`src/rtl/pi_atan2_pkg.sv`:
```
package pi_atan2_pkg;

  typedef enum logic [1:0] {
    ST_IDLE,
    ST_PREP,
    ST_RUN,
    ST_FINISH
  } atan2_state_e;

  // arctan(2^-k) / pi, scaled by 2^16 and rounded
  function automatic int atan_step(input int k);
    case (k)
      0:       atan_step = 16384;
      1:       atan_step = 9672;
      2:       atan_step = 5110;
      3:       atan_step = 2594;
      4:       atan_step = 1302;
      5:       atan_step = 652;
      6:       atan_step = 326;
      7:       atan_step = 163;
      8:       atan_step = 81;
      9:       atan_step = 41;
      10:      atan_step = 20;
      11:      atan_step = 10;
      12:      atan_step = 5;
      13:      atan_step = 3;
      14:      atan_step = 1;
      15:      atan_step = 1;
      default: atan_step = 20861 >>> k;
    endcase
  endfunction

endpackage

```
`src/rtl/pi_atan2_fold.sv`:
```
module pi_atan2_fold #(
  parameter int IN_W  = 16,
  parameter int GUARD = 2,
  parameter int DW    = IN_W + GUARD + 2,
  parameter int ANG_W = 18
) (
  input  logic [IN_W-1:0]         raw_x,
  input  logic [IN_W-1:0]         raw_y,
  output logic signed [DW-1:0]    fx,
  output logic signed [DW-1:0]    fy,
  output logic signed [ANG_W-1:0] fz,
  output logic                    is_origin
);
  localparam int HEAD = DW - IN_W - GUARD;
  localparam logic signed [ANG_W-1:0] HALF_TURN = {2'b01, {(ANG_W-2){1'b0}}};

  logic signed [DW-1:0] ex, ey;

  generate
    if (GUARD > 0) begin : g_guard
      assign ex = {{HEAD{raw_x[IN_W-1]}}, raw_x, {GUARD{1'b0}}};
      assign ey = {{HEAD{raw_y[IN_W-1]}}, raw_y, {GUARD{1'b0}}};
    end else begin : g_noguard
      assign ex = {{HEAD{raw_x[IN_W-1]}}, raw_x};
      assign ey = {{HEAD{raw_y[IN_W-1]}}, raw_y};
    end
  endgenerate

  always_comb begin
    is_origin = (raw_x == '0) && (raw_y == '0);
    if (raw_x[IN_W-1]) begin
      // left half-plane: turn through half a circle first
      fx = -ex;
      fy = -ey;
      fz = raw_y[IN_W-1] ? -HALF_TURN : HALF_TURN;
    end else begin
      fx = ex;
      fy = ey;
      fz = '0;
    end
  end
endmodule

```
`src/rtl/pi_atan2_microrot.sv`:
```
module pi_atan2_microrot #(
  parameter int DW    = 20,
  parameter int ANG_W = 18,
  parameter int SH_W  = 4
) (
  input  logic signed [DW-1:0]    cx,
  input  logic signed [DW-1:0]    cy,
  input  logic signed [ANG_W-1:0] cz,
  input  logic [SH_W-1:0]         shamt,
  input  logic signed [ANG_W-1:0] step_ang,
  output logic signed [DW-1:0]    nx,
  output logic signed [DW-1:0]    ny,
  output logic signed [ANG_W-1:0] nz
);
  logic signed [DW-1:0] xs, ys;

  assign xs = cx >>> shamt;
  assign ys = cy >>> shamt;

  always_comb begin
    if (!cy[DW-1]) begin
      nx = cx + ys;
      ny = cy - xs;
      nz = cz + step_ang;
    end else begin
      nx = cx - ys;
      ny = cy + xs;
      nz = cz - step_ang;
    end
  end
endmodule

```
`src/rtl/pi_atan2_unit.sv`:
```
module pi_atan2_unit #(
  parameter int IN_W  = 16,
  parameter int GUARD = 2,
  parameter int ITER  = 16,
  parameter int ANG_W = 18,
  parameter int OUT_W = 16
) (
  input  logic             clk,
  input  logic             rst_n,
  input  logic             in_valid,
  output logic             in_ready,
  input  logic [IN_W-1:0]  in_x,
  input  logic [IN_W-1:0]  in_y,
  output logic             out_valid,
  output logic [ANG_W-1:0] out_angle_wide,
  output logic [OUT_W-1:0] out_angle
);
  import pi_atan2_pkg::*;

  localparam int DW   = IN_W + GUARD + 2;
  localparam int SH_W = (ITER > 1) ? $clog2(ITER) : 1;
  localparam logic [SH_W-1:0] LAST_STEP = SH_W'(ITER - 1);

  atan2_state_e st_q;
  logic [SH_W-1:0]         iter_q;
  logic [IN_W-1:0]         cap_x, cap_y;
  logic signed [DW-1:0]    x_q, y_q;
  logic signed [ANG_W-1:0] z_q;
  logic                    origin_q;
  logic [ANG_W-1:0]        res_q;
  logic                    vld_q;

  logic signed [DW-1:0]    fold_x, fold_y, rot_x, rot_y;
  logic signed [ANG_W-1:0] fold_z, rot_z, step_ang;
  logic                    fold_origin;

  pi_atan2_fold #(.IN_W(IN_W), .GUARD(GUARD), .DW(DW), .ANG_W(ANG_W)) u_fold (
    .raw_x(cap_x), .raw_y(cap_y),
    .fx(fold_x), .fy(fold_y), .fz(fold_z), .is_origin(fold_origin)
  );

  assign step_ang = ANG_W'(atan_step(int'(iter_q)));

  pi_atan2_microrot #(.DW(DW), .ANG_W(ANG_W), .SH_W(SH_W)) u_rot (
    .cx(x_q), .cy(y_q), .cz(z_q), .shamt(iter_q), .step_ang(step_ang),
    .nx(rot_x), .ny(rot_y), .nz(rot_z)
  );

  always_ff @(posedge clk) begin
    if (!rst_n) begin
      st_q     <= ST_IDLE;
      iter_q   <= '0;
      cap_x    <= '0;
      cap_y    <= '0;
      x_q      <= '0;
      y_q      <= '0;
      z_q      <= '0;
      origin_q <= 1'b0;
      res_q    <= '0;
      vld_q    <= 1'b0;
    end else begin
      vld_q <= 1'b0;
      case (st_q)
        ST_IDLE: begin
          if (in_valid) begin
            cap_x <= in_x;
            cap_y <= in_y;
            st_q  <= ST_PREP;
          end
        end
        ST_PREP: begin
          x_q      <= fold_x;
          y_q      <= fold_y;
          z_q      <= fold_z;
          origin_q <= fold_origin;
          iter_q   <= '0;
          st_q     <= ST_RUN;
        end
        ST_RUN: begin
          x_q    <= rot_x;
          y_q    <= rot_y;
          z_q    <= rot_z;
          iter_q <= iter_q + 1'b1;
          if (iter_q == LAST_STEP) st_q <= ST_FINISH;
        end
        default: begin
          res_q <= origin_q ? '0 : z_q;
          vld_q <= 1'b1;
          st_q  <= ST_IDLE;
        end
      endcase
    end
  end

  assign in_ready       = (st_q == ST_IDLE);
  assign out_valid      = vld_q;
  assign out_angle_wide = res_q;
  assign out_angle      = res_q[ANG_W-2 -: OUT_W];
endmodule

```
`config.mk`:
```
export PLATFORM = sky130hd
export DESIGN_NAME = pi_atan2_unit
export DESIGN_NICKNAME = d
export VERILOG_FILES = /design/src/rtl/pi_atan2_pkg.sv /design/src/rtl/pi_atan2_fold.sv /design/src/rtl/pi_atan2_microrot.sv /design/src/rtl/pi_atan2_unit.sv
export SDC_FILE = /design/constraint.sdc
export NUM_CORES = 1
export LEC_CHECK = 0
export CAP_MARGIN = 10
export CORE_ASPECT_RATIO = 1.25
export CORE_MARGIN = 2
export CORE_UTILIZATION = 60
export CTS_CLUSTER_SIZE = 20
export DETAILED_ROUTE_END_ITERATION = 16
export PLACE_DENSITY = 0.81
export RECOVER_POWER = 100
export SLEW_MARGIN = 30
export SYNTH_ARGS = -nofsm -noshare
export SYNTH_HDL_FRONTEND = slang
export SYNTH_SLANG_ARGS = --single-unit
```
`constraint.sdc`:
```
create_clock -name clk -period 9.6 [get_ports clk]
set_input_delay 1.92 -clock clk [delete_from_list [all_inputs] [get_ports clk]]
set_output_delay 1.92 -clock clk [all_outputs]
set_load 0.01 [all_outputs]
```
# Word level (Yosys, flattened, before mapping)
# Memory sizes are Yosys's and may differ from the RTL's. A register that Yosys moved wholly into a read port is not among the register bits.
# Cells that the tools add are included.
[word_totals] ff_bits=116 rom_bits=240 input_bits=35 out_inout_bits=36 word_cells=53 n_memories=1
[memory_table] name="(no name shown)" words=16 width=15 read_ports=1 rd_clocked_by_memory_dff=1 wr=0 line_no="pi_atan2_pkg.sv:12" source="case (k)"
[op_classes] addsub=9 eq_ne=5 shift=2 muxes=18 reduce_logical=8
[ops] cell="$mux W20" n=4
[ops] cell="$pmux W20 S2" n=2
[ops] cell="$mux W18" n=4
[ops] cell="$add A20 B20 Y20" n=2
[ops] cell="$neg A18 Y20" n=2
[ops] cell="$sshr A20 B4 Y20" n=2
[ops] cell="$sub A20 B20 Y20" n=2
[ops] cell="$pmux W18 S2" n=1
[ops] cell="$logic_not A16 Y1" n=2
[ops] cell="$add A18 B18 Y18" n=1
[ops] cell="$sub A18 B18 Y18" n=1
[ops] cell="$mux W4" n=2
[ops] cell="$pmux W4 S2" n=1
[ops] cell="$pmux W2 S3" n=1
[ops] cell="$add A4 B1 Y4 const B" n=1
[ops] cell="$eq A4 B4 Y1 const B" n=1
[ops] cell="$mux W2" n=2
[ops] cell="$ne A2 B2 Y1 const B" n=2
[ops] cell="$reduce_and A2 Y1" n=2
[ops] cell="$reduce_or A3 Y1" n=1
[ops] cell="$eq A2 B1 Y1 const B" n=1
[ops] cell="$eq A2 B2 Y1 const B" n=1
[ops] cell="$logic_not A2 Y1" n=1
[ops] cell="$reduce_bool A2 Y1" n=1
[ops] cell="2 further kinds" n=2

# Longest topological paths before layout
# Gate-level depths: netlist (run 1).
[logic_depth] word_depth=4 mapped_depth=25 depth_no_buf=20

# Cells and area by module
# Synthesis (run 1) repeated with hierarchy kept, for this count alone.
[hier_totals] cells_unflattened=1527 area_unflattened_um2=12513.3
[modules_own_cells] module="pi_atan2_microrot" instances=1 cells_each=792 area_per_inst_um2=6027.0 seq_area_each_um2=0.0
[modules_own_cells] module="pi_atan2_unit" instances=1 cells_each=611 area_per_inst_um2=5630.4 seq_area_each_um2=2622.5
[modules_own_cells] module="pi_atan2_fold" instances=1 cells_each=124 area_per_inst_um2=855.8 seq_area_each_um2=0.0

# Least setup slack after synthesis (run 1)
# OpenSTA, ideal clock, no wires.
[synth_path] path_kind="register -> register" from="reg iter_q[0]" to="reg x_q[17]" setup_ns=0.117 arrival_ns=4.791 t_required_ns=9.483 setup_slack_ns=4.693 path_stages_with_launch=24 n_path_buf=3 synth_period_minus_slack_ns=4.907 path_cell_list="dfxtp_1 buf_6 buf_6 buf_1 mux4_2 a22oi_1 o21ai_0 inv_1 ha_1 inv_1 a211oi_1 nand3_1 a21oi_1 a31oi_1 o21ai_0 ha_1 a21oi_1 o21ai_0 and2_1 a211oi_1 a21oi_1 or4_1 a31oi_1 nor2_1"
[synth_between] elab_chain_len=4 elab_cells_between_ends=5
[synth_lines] item="start: declaration" line_no="pi_atan2_unit.sv:25" source="logic [SH_W-1:0] iter_q;"
[synth_lines] item="start signal: assignment" line_no="pi_atan2_unit.sv:83" source="iter_q <= iter_q + 1'b1;"
[synth_lines] item="$sshr A20 B4 Y20 (*)" line_no="pi_atan2_microrot.sv:18" source="assign ys = cy >>> shamt;"
[synth_lines] item="$add A20 B20 Y20 / $sub A20 B20 Y20 (equally long branches)" line_no="pi_atan2_microrot.sv:22, pi_atan2_microrot.sv:26"
[synth_lines] item="$mux W20 (*)" line_no="pi_atan2_microrot.sv:21" source="if (!cy[DW-1]) begin"
[synth_lines] item="$pmux W20 S2 (*)" line_no="pi_atan2_unit.sv:63" source="case (st_q)"
[synth_lines] item="end signal: assignment" line_no="pi_atan2_unit.sv:72" source="x_q <= fold_x;"
[synth_lines] item="end signal: assignment" line_no="pi_atan2_unit.sv:80" source="x_q <= rot_x;"
[synth_lines] item="end: declaration" line_no="pi_atan2_unit.sv:27" source="logic signed [DW-1:0] x_q, y_q;"
# Every way passes the cells marked *; elsewhere a longest branch is shown, timed or not.
# A chain may end at the register's enable or synchronous reset.

# Worst setup path in the final report (run 1)
[layout_path] from="reg iter_q[3]" to="reg y_q[18]"
[layout_between] elab_chain_len=4 elab_cells_between_ends=5
[layout_lines] item="$sshr A20 B4 Y20 (*)" line_no="pi_atan2_microrot.sv:17" source="assign xs = cx >>> shamt;"
[layout_lines] item="$sub A20 B20 Y20 / $add A20 B20 Y20 (equally long branches)" line_no="pi_atan2_microrot.sv:23, pi_atan2_microrot.sv:27"
[layout_lines] item="$mux W20 (*)" line_no="pi_atan2_microrot.sv:21"
[layout_lines] item="$pmux W20 S2 (*)" line_no="pi_atan2_unit.sv:63"
[layout_lines] item="end signal: assignment" line_no="pi_atan2_unit.sv:73" source="y_q <= fold_y;"
[layout_lines] item="end signal: assignment" line_no="pi_atan2_unit.sv:81" source="y_q <= rot_y;"
[layout_lines] item="end: declaration" line_no="pi_atan2_unit.sv:27"
# Marks and branches as above.

==> results.md, run 1 <==
* CTS Sinks at 131
* Detail Placement HPWL at 25160 um
* Post-CTS sizing at 0
* Vias at 11830
* Worst VDD drop at 0.2578 mV
* Fmax at 136.0 MHz
* Antenna violations before repair at 0
* Initial DRC count at 991
* Total Die Area at 21020 sq um
* Static leakage at 5.242 nW
* Synth unique cells at 81
* Cell Pwr Density at 379.4 nW/um^2
* Nets@finish at 1643
* CTS tree: done
* Main synth FF type: dfxtp_1
* Max Slew Vio Count at 171
* Cell Count, Final, Fillers Out at 1810
* Core Area at 19470 sq um
* CP Launch Type: flop
* Worst setup startpoint: iter_q[3]$_SDFFE_PN0N_
* #FFs+latches synth at 131
* Post-route setup TNS at 0 ns
* Yosys warnings at 0
* Pre-antenna DRT Iters at 5
* Inserted Clock Buffers at 17
* Row count at 57
* Req. time, crit path at 9.93 ns
* ANT nets after route at 0
* Worst flop-to-flop path startpoint: iter_q[3]$_SDFFE_PN0N_
* Failing checks: capacitance limit, slew limit
* Syn Nets at 1652
* Share of cells above drive strength 1 at 7.896%
* Clk_lat worst skew at 0.44 ns
* Worst-Margin Slew at 3.834 ns
* Via density per instance at 6.537
* Clock Tree Buf Depth at 2
* Post-synthesis sequential area ratio at 22.00%
* Port buffer count at 70
* Largest net degree at the start of global routing at 85
* # diodes at 0
* Clk root buf: clkbuf_16
* Setup violations, final at 0
* First-pass GRT wire length at 56190 um
* Overall Global Routing Usage at 33.92%
* DIE HEIGHT at 161.6 um
* Post-route DRC at 0
* Cell Area, Synth at 11920 sq um
* Post-CTS Hold Fix Bufs at 0
* Area grow syn2layout at 10.21%
* Mapped Avg Cell Area at 7.735 sq um
* Unrepaired setup endpoints after global routing: no
* GR Overflow Total at 0
* Final min period at 7.350 ns
* Fin crit share at 76.57%
* Async SR Flop Fraction at 0%
* Relative slew slack at -155.6%
* Routability congestion estimate from global placement at 0.9656
* Fin util at 67.47%
* EDFF count, synth at 0
* Drt total wl at 35220 um
* Clk slew on worst S/H paths at 0.07 ns
* Hold path startpoint: cap_x[11]$_SDFFE_PN0P_
* Status: complete, but fails checks
* Final hold violations at 0
* Critical Path Fanout Max at 49
* CP Capture Type: flop
* Max-Cap Viols at 3
* Crit path kind: reg2reg
* Placed cell count at 1778
* Die X at 130.1 um
* IO Pins at 71
* Crit path DAT at 7.68 ns
* Vias in the first global route at 11080
* Initial Util at 61.22%
* Post-CTS setup buffers at 0
* Layout Skew at 0.01819 ns
* Max H-tree Level at 4
* Hold Path Class: reg2reg
* Drt wl/cell at 19.46 um
* Synth Instances at 1541
## cell usage in the layout, fill, tap and decap left out, types with 11 or more instances in the layout
cell             count
nand2_1            171
a21oi_1            161
nor2_1             156
dfxtp_1            128
o21ai_0             98
ha_1                72
inv_1               56
xnor2_1             53
nor3_1              48
xor2_1              43
mux4_2              36
dlygate4sd3_1       36
clkdlybuf4s50_1     34
nor2b_1             33
nand3_1             33
a31oi_1             25
a211oi_1            20
o31ai_1             17
clkbuf_16           17
mux2_2              16
mux2i_1             16
a21o_1              16
nand2b_1            13
or3_1               13
and2_1              13
o21a_1              11
buf_4               11
## worst paths after layout
kind	endpoint	slack, ns	cells past startpoint
setup reg to reg	y_q[18]$_SDFFE_PN0N_	2.25	16
setup / recovery	y_q[18]$_SDFFE_PN0N_	2.25	16
hold / removal	cap_x[11]$_SDFFE_PN0P_	0.48	2
hold reg to reg	cap_x[11]$_SDFFE_PN0P_	0.48	2
## stage by stage
step	setup WS [ns]	power, mW	instance area (sq um)	hold slack, ns
after floorplan	4.693	3.437	11920	0.4455
after global placement	4.111	4.134	12510	0.4536
after detailed placement	3.945	4.184	12510	0.4729
after CTS	3.941	4.922	13140	0.4828
after global routing	1.769	5.348	13140	0.5100
final	2.250	4.984	13140	0.4812
## sequential cells by signal (all words and copies together) (netlist names)
name and flops:
cap_x 16, cap_y 16, iter_q 4, origin_q 1, out_angle_wide 18, out_valid 1, st_q 2, step_ang 15
x_q 20, y_q 20, z_q 18
## critical path, cell delays in order, from the launching register on
cell and delay, ns:
dfxtp_1 0.31, clkbuf_1 1.55, clkinv_1 1.46, o21ai_0 0.85, inv_1 0.13, ha_1 0.23, nor2_1 0.13, xnor2_1 0.17
ha_1 0.31, nor2b_1 0.18, o31ai_1 0.50, a211o_1 0.25, a21oi_1 0.08, or3b_2 0.52, a41oi_1 0.26, xor2_1 0.10
o31ai_1 0.22
## cell usage after synthesis (5+ instances only)
library cell | instances | share of area [%]
mux2i_1 | 16 | 1.3
a22oi_1 | 9 | 0.57
nand3_1 | 33 | 1.4
o21a_1 | 11 | 0.69
dfxtp_1 | 131 | 22
mux4_1 | 6 | 1.3
nor2_1 | 156 | 4.9
buf_4 | 18 | 1.1
a21oi_1 | 161 | 6.8
nand3b_1 | 5 | 0.31
or3_1 | 13 | 0.68
buf_1 | 15 | 0.47
buf_6 | 6 | 0.57
nand4_1 | 10 | 0.52
o21ai_0 | 98 | 4.1
a21o_1 | 16 | 1.0
ha_1 | 73 | 7.7
xnor2_1 | 53 | 3.9
and3_1 | 10 | 0.52
or4_1 | 9 | 0.57
or2_2 | 5 | 0.26
clkbuf_1 | 64 | 2.0
mux4_2 | 36 | 6.8
nand2_1 | 172 | 5.4
a31oi_1 | 25 | 1.3
mux2_2 | 18 | 1.7
o211ai_1 | 10 | 0.63
buf_2 | 9 | 0.38
nor2b_1 | 34 | 1.8
a211oi_1 | 20 | 1.3
xor2_1 | 43 | 3.2
nor4_1 | 5 | 0.26
nor3_1 | 48 | 2.0
o41ai_1 | 9 | 0.66
and2_1 | 18 | 0.94
o31ai_1 | 17 | 1.1
nand2b_1 | 13 | 0.68
inv_1 | 57 | 1.8
## logic make-up (layout without fill, tap and decap cells)
group | count (synthesis) | count (layout) | share of synthesized area (%)
AOI/OAI and AO/OA | 447 | 447 | 23.71
muxes | 76 | 76 | 11.17
DFF | 131 | 131 | 22.00
adders and majority gates | 76 | 76 | 8.167
and+or+nand+nor | 543 | 543 | 21.30
xor gates and xnor gates | 96 | 96 | 7.054
buffers and inverters | 172 | 176 | 6.592
## layout make-up
class / count / area, sq um
Clock inverter: 15 / 207.7
Clock buffer: 17 / 425.4
Timing Repair Buffer: 85 / 798.3
Fill cell: 1626 / 6334
Multi-Input combinational cell: 1238 / 8526
Sequential cell: 131 / 2626
Inverter: 59 / 221.5
Tap cell: 265 / 331.6
## power by group
| part | switching, mW | total, mW | internal, mW |
|---|---|---|---|
| registers | 0.165 | 0.801 | 0.636 |
| clock network | 0.313 | 0.714 | 0.401 |
| logic | 2.04 | 3.47 | 1.42 |
| total | 2.52 | 4.98 | 2.46 |
## layer usage
metal	wire [um]	track usage (%)
met2	17350	57.52
met1	12930	37.73
met4	2948	26.49
met5	0	0
met3	1989	4.637
No activity file was read; power rests on OpenSTA's default activity.
==> inputs of run 2 (changes only) <==
==> constraint.sdc (replaced) <==
create_clock -name clk -period 6.9 [get_ports clk]
set_input_delay 1.38 -clock clk [delete_from_list [all_inputs] [get_ports clk]]
set_output_delay 1.38 -clock clk [all_outputs]
set_load 0.01 [all_outputs]
==> run 2 against run 1 <==
Compared with the run above: the run still ends with capacitance limit, slew limit left; setup slack got worse by 1.6 ns; highest routed layer unchanged; clock power increased by 26%; via count about the same; first-iteration DRC count increased by 22%; combinational power increased by 42%; largest cell class unchanged; sequential share of layout area increased by 0.090 points; flip-flop and latch count unchanged.
==> results.md, run 2 (synthesis results as in run 1) <==
* Post-route setup TNS at 0 ns (unchanged)
* Req. time, crit path at 7.24 ns (-2.69 ns)
* Max-Cap Viols at 3 (unchanged)
* Via density per instance at 6.525 (-0.19%)
* ANT nets after route at 0 (unchanged)
* Fin util at 67.14% (-0.33 points)
* Clk slew on worst S/H paths at 0.06 ns (about the same)
* Max Slew Vio Count at 171 (unchanged)
* Crit path DAT at 6.56 ns (-1.12 ns)
* Cell Pwr Density at 534.0 nW/um^2 (+41%)
* Layout Skew at 0.01474 ns (-0.003456 ns)
* CTS tree: done
* Failing checks: capacitance limit, slew limit
* CP Launch Type: flop
* Final min period at 6.222 ns (-1.128 ns)
* GR Overflow Total at 0 (unchanged)
* First-pass GRT wire length at 57940 um (+3.1%)
* Inserted Clock Buffers at 17 (unchanged)
* Initial DRC count at 1205 (+22%)
* Worst VDD drop at 0.3374 mV (+31%)
* Placed cell area at 12530 sq um (+0.12%)
* Unrepaired setup endpoints after global routing: no
* Area grow syn2layout at 9.668%
* Placed cell count at 1780 (+0.11%)
* IO Pins at 71 (unchanged)
* Nets@finish at 1645 (+0.12%)
* Post-CTS Hold Fix Bufs at 0 (unchanged)
* Fin crit share at 90.18% (+14 points)
* Leading cell type in the layout, fill and taps excluded: nand2_1
* # diodes at 0 (unchanged)
* Drt total wl at 36350 um (+3.2%)
* Static leakage at 5.215 nW (-0.52%)
* Crit path kind: reg2reg
* Most frequent cells in the layout: nand2_1, a21oi_1, nor2_1, dfxtp_1, o21ai_0
* CTS Sinks at 131 (unchanged)
* # fillers at 1681 (+3.4%)
* Largest regs: x_q (20), y_q (20)
* Share of cells above drive strength 1 at 7.822% (-0.075 points)
* Clk_lat worst skew at 0.44 ns (about the same)
* Detail Placement HPWL at 26450 um (+5.1%)
* Post-route total power at 6.980 mW (+40%)
* Max H-tree Level at 4 (unchanged)
* Clock Tree Buf Depth at 2 (unchanged)
* Setup WS post-layout at 0.6778 ns (-1.572 ns)
* Critical Path Fanout Max at 37 (-24%)
* Worst-Margin Slew at 3.901 ns (+0.06618 ns)
* Drt wl/cell at 20.06 um (+3.1%)
* Hold WS at 0.4779 ns (-0.003347 ns)
* Port buffer count at 70 (unchanged)
* Pre-antenna DRT Iters at 8 (+3)
* Hold Path Class: reg2reg
* Setup violations, final at 0 (unchanged)
* Die X at 130.1 um (unchanged)
* DIE HEIGHT at 161.6 um (unchanged)
* Initial Util at 61.22% (unchanged)
* Core Area at 19470 sq um (unchanged)
* Clk root buf: clkbuf_16
* Post-CTS setup buffers at 0 (unchanged)
* CP Capture Type: flop
* Post-route cell area at 13070 sq um (-0.49%)
* Largest net degree at the start of global routing at 84 (-1.2%)
* Vias at 11820 (-0.076%)
* Antenna violations before repair at 0 (unchanged)
* Post-route DRC at 0 (unchanged)
* Total Die Area at 21020 sq um (unchanged)
* Routability congestion estimate from global placement at 0.9974 (+3.3%)
* Overall Global Routing Usage at 35.22% (+1.3 points)
* Fmax at 160.7 MHz (+18%)
* Final hold violations at 0 (unchanged)
* Post-CTS sizing at 0 (unchanged)
* Status: complete, but fails checks
* Vias in the first global route at 11290 (+1.9%)
* Pre-CTS setup slack at 1.204 ns (-2.741 ns)
* Cell Count, Final, Fillers Out at 1812 (+0.11%)
* Row count at 57 (unchanged)
* Relative slew slack at -160.0% (-4.4 points)
-- run 2: final timing paths --
check,start,to,slack [ns],depth (start not counted)
worst max-delay path,iter_q[1]$_SDFFE_PN0N_,y_q[18]$_SDFFE_PN0N_,0.68,19
worst max register to register,iter_q[1]$_SDFFE_PN0N_,y_q[18]$_SDFFE_PN0N_,0.68,19
worst min register to register,cap_y[14]$_SDFFE_PN0P_,cap_y[14]$_SDFFE_PN0P_,0.48,2
worst min-delay path,cap_y[14]$_SDFFE_PN0P_,cap_y[14]$_SDFFE_PN0P_,0.48,2
-- run 2: metal layers --
layer / routed length [um] / track usage [%]
met5: 0 / 0
met4: 2873 / 24.14
met3: 2182 / 6.095
met2: 18020 / 60.33
met1: 13270 / 39.28
-- run 2: report_power, final --
part	switching [mW]	total, mW	internal [mW]
sequential	0.277	1.16	0.885
clock	0.426	0.903	0.477
combinational	2.93	4.92	1.99
-- run 2: layout make-up --
type,count,area [sq um],area share (%)
Clock buffer,17,425.4,3.255
Clock inverter,15,138.9,1.063
Inverter,59,221.5,1.694
Multi-Input combinational cell,1238,8523,65.21
Sequential cell,131,2625,20.08
Tap cell,265,331.6,2.537
Timing Repair Buffer,87,805.8,6.164
-- run 2: worst max-delay path, cell delays in order (launching register included) --
cell      delay [ns]
dfxtp_2         0.87
clkbuf_1        0.72
mux4_2          0.62
mux2_2          0.30
a21o_1          0.23
inv_1           0.09
ha_1            0.17
inv_1           0.05
a211oi_1        0.33
nor3b_1         0.41
a31oi_1         0.16
xnor2_1         0.37
ha_1            0.34
and2_1          0.18
nand4_1         0.08
o21ai_0         0.10
or3b_2          0.49
a41oi_1         0.26
xor2_1          0.10
o31ai_1         0.23
==> inputs of run 3 (changes only) <==
--- a/config.mk
+++ b/config.mk
@@ -11,6 +11,7 @@
 export CORE_UTILIZATION = 60
 export CTS_CLUSTER_SIZE = 20
 export DETAILED_ROUTE_END_ITERATION = 16
+export MAX_ROUTING_LAYER = met4
 export PLACE_DENSITY = 0.81
 export RECOVER_POWER = 100
 export SLEW_MARGIN = 30
==> run 3 against run 2 <==
Compared with the run above: the run still ends with capacitance limit, slew limit left; global-route usage grew 1.6 points; sequential power is essentially flat; critical path depth is the same; clock power grew 11%; core utilization grew 0.40 points; flip-flop and latch count is the same; setup slack gained 0.17 ns; maximum frequency grew 2.9%; via count grew 0.91%; clock-buffer cell count is the same; highest routed layer unchanged.
==> results.md, run 3 (synthesis results as in run 1) <==
* CP Capture Type: flop
* Fmax at 165.4 MHz (+2.9%)
* Family with the most delay on the worst path: compound AO/OA/AOI/OAI gates
* # diodes at 0 (unchanged)
* CP Launch Type: flop
* Clk_lat worst skew at 0.44 ns (about the same)
* Failing checks: capacitance limit, slew limit
* Port buffer count at 70 (unchanged)
* Reg2Reg Depth at 19 (unchanged)
* Crit path DAT at 6.37 ns (-0.19 ns)
* Inserted Clock Buffers at 17 (unchanged)
* Clk root buf: clkbuf_16
* Final hold violations at 0 (unchanged)
* ANT nets after route at 0 (unchanged)
* Relative slew slack at -163.6% (-3.5 points)
* Reg2reg end: y_q[18]$_SDFFE_PN0N_
* Final min period at 6.048 ns (-0.1744 ns)
* Hold path startpoint: cap_y[14]$_SDFFE_PN0P_
* GR Overflow Total at 0 (unchanged)
* Fin crit share at 87.65% (-2.5 points)
* CP max stage delay at 0.91 ns (+0.04 ns)
* Most frequent cells in the layout: nand2_1, a21oi_1, nor2_1, dfxtp_1, o21ai_0
* R2r setup slk at 0.85 ns (+0.17 ns)
* Detail Placement HPWL at 26550 um (+0.38%)
* Clk slew on worst S/H paths at 0.07 ns (about the same)
* Placed cell area at 12530 sq um (about the same)
* Critical path buffer and inverter count at 3 (unchanged)
* Row count at 57 (unchanged)
* Critical-path top delay cell: dfxtp_2
* Unrepaired setup endpoints after global routing: no
* Clock Tree Buf Depth at 2 (unchanged)
* Max-Cap Viols at 3 (unchanged)
* Layout Skew at 0.01542 ns (+0.0006778 ns)
* Worst flop-to-flop path startpoint: iter_q[1]$_SDFFE_PN0N_
* Core Area at 19470 sq um (unchanged)
* Drt wl/cell at 20.27 um (+1.1%)
* Routability congestion estimate from global placement at 1.049 (+5.2%)
* Post-CTS setup buffers at 0 (unchanged)
* Vias in the first global route at 11610 (+2.8%)
* Max Slew Vio Count at 175 (+2.3%)
* Crit-path cells: buf_4, mux4_2, mux2_2, a21o_1, inv_1, ha_1, inv_1, a211oi_1, nor3b_1, a31oi_1, xnor2_1, ha_1, and2_0, nand4_1, o21ai_0, or3b_2, a41oi_1, xor2_1, o31ai_1
* IO Pins at 71 (unchanged)
* Initial Util at 61.22% (unchanged)
* Critical Path Fanout Max at 35 (-5.4%)
* Antenna violations before repair at 0 (unchanged)
* Leading cell type in the layout, fill and taps excluded: nand2_1
* Max H-tree Level at 4 (unchanged)
* Post-route total power at 7.067 mW (+1.3%)
* Via density per instance at 6.581 (+0.86%)
* CTS tree: done
* Share of cells above drive strength 1 at 7.946% (+0.12 points)
* DIE HEIGHT at 161.6 um (unchanged)
* Worst-Margin Slew at 3.954 ns (+0.05290 ns)
* Largest net degree at the start of global routing at 84 (unchanged)
* Initial DRC count at 1051 (-13%)
* Cell Pwr Density at 537.5 nW/um^2 (+0.66%)
* Area grow syn2layout at 10.32%
* Post-route DRC at 0 (unchanged)
* Crit path kind: reg2reg
* Die X at 130.1 um (unchanged)
* Pre-antenna DRT Iters at 5 (-3)
* Worst hold endpoint: cap_y[14]$_SDFFE_PN0P_
* First-pass GRT wire length at 58840 um (+1.5%)
* Post-route cell area at 13150 sq um (+0.59%)
* Hold Path Class: reg2reg
* Vias at 11930 (+0.91%)
* Req. time, crit path at 7.22 ns (-0.02 ns)
* Status: complete, but fails checks
* Static leakage at 5.253 nW (+0.73%)
* Nets@finish at 1646 (+0.061%)
* Total Die Area at 21020 sq um (unchanged)
* Post-CTS Hold Fix Bufs at 0 (unchanged)
* Setup violations, final at 0 (unchanged)
* Post-CTS sizing at 0 (unchanged)
* Worst VDD drop at 0.2952 mV (-13%)
* WHS Path Cells at 2 (unchanged)
* CTS Sinks at 131 (unchanged)
* Drt total wl at 36750 um (+1.1%)
* Post-route setup TNS at 0 ns (unchanged)
* Overall Global Routing Usage at 36.79% (+1.6 points)
* Largest regs: x_q (20), y_q (20)
==> run 3: worst reg2reg max path, cell delays in order, from the launching register on <==
cell and delay [ns]:
dfxtp_2 0.91, buf_4 0.41, mux4_2 0.54, mux2_2 0.29, a21o_1 0.23, inv_1 0.09
ha_1 0.17, inv_1 0.06, a211oi_1 0.36, nor3b_1 0.38, a31oi_1 0.16, xnor2_1 0.46
ha_1 0.37, and2_0 0.20, nand4_1 0.10, o21ai_0 0.10, or3b_2 0.49, a41oi_1 0.26
xor2_1 0.10, o31ai_1 0.28
==> run 3: cell type report <==
| class | count | area, sq um |
|---|---|---|
| multi-input cells | 1238 | 8521 |
| fillers | 1666 | 6321 |
| flip-flops and latches | 131 | 2625 |
| repair buffers | 88 | 817.0 |
| clock buffers | 17 | 425.4 |
| well taps | 265 | 331.6 |
| inverters | 59 | 221.5 |
| clock inverters | 15 | 207.7 |
==> run 3: worst max-delay path by stage <==
| stage | cells past startpoint | end | slack [ns] | from |
|---|---|---|---|---|
| 2_1_floorplan | 23 | x_q[17]$_SDFFE_PN0N_ | 1.99 | iter_q[0]$_SDFFE_PN0N_ |
| 3_3_place_gp | 17 | x_q[19]$_SDFFE_PN0N_ | 1.23 | iter_q[1]$_SDFFE_PN0N_ |
| 3_5_place_dp | 17 | x_q[19]$_SDFFE_PN0N_ | 1.10 | iter_q[1]$_SDFFE_PN0N_ |
| 4_1_cts | 19 | y_q[18]$_SDFFE_PN0N_ | 1.09 | iter_q[1]$_SDFFE_PN0N_ |
| 5_1_grt | 19 | y_q[18]$_SDFFE_PN0N_ | 0.36 | iter_q[1]$_SDFFE_PN0N_ |
| 6_report | 19 | y_q[18]$_SDFFE_PN0N_ | 0.85 | iter_q[1]$_SDFFE_PN0N_ |
==> run 3: layer usage <==
layer	share of wire (%)	GRT usage, %
met1	35	37.50
met2	49	61.04
met5	0	-
met3	6.9	7.718
met4	8.7	28.20
==> run 3: where the power goes <==
group	total [mW]	internal, mW	switching (mW)	leakage, nW
logic	4.91	1.99	2.92	3.88
registers	1.16	0.884	0.272	1.07
clock network	1.00	0.558	0.445	0.307
==> run 3: stage by stage <==
step,setup slack [ns],instances,utilization [%],hold slack [ns]
floorplan,1.993,1541,-,0.4455
global placement,1.235,1781,64.36,0.4537
detailed placement,1.097,1781,64.36,0.4667
CTS,1.086,1813,67.61,0.4825
global route,0.3593,1813,67.53,0.5205
finish,0.8522,1813,67.53,0.4852
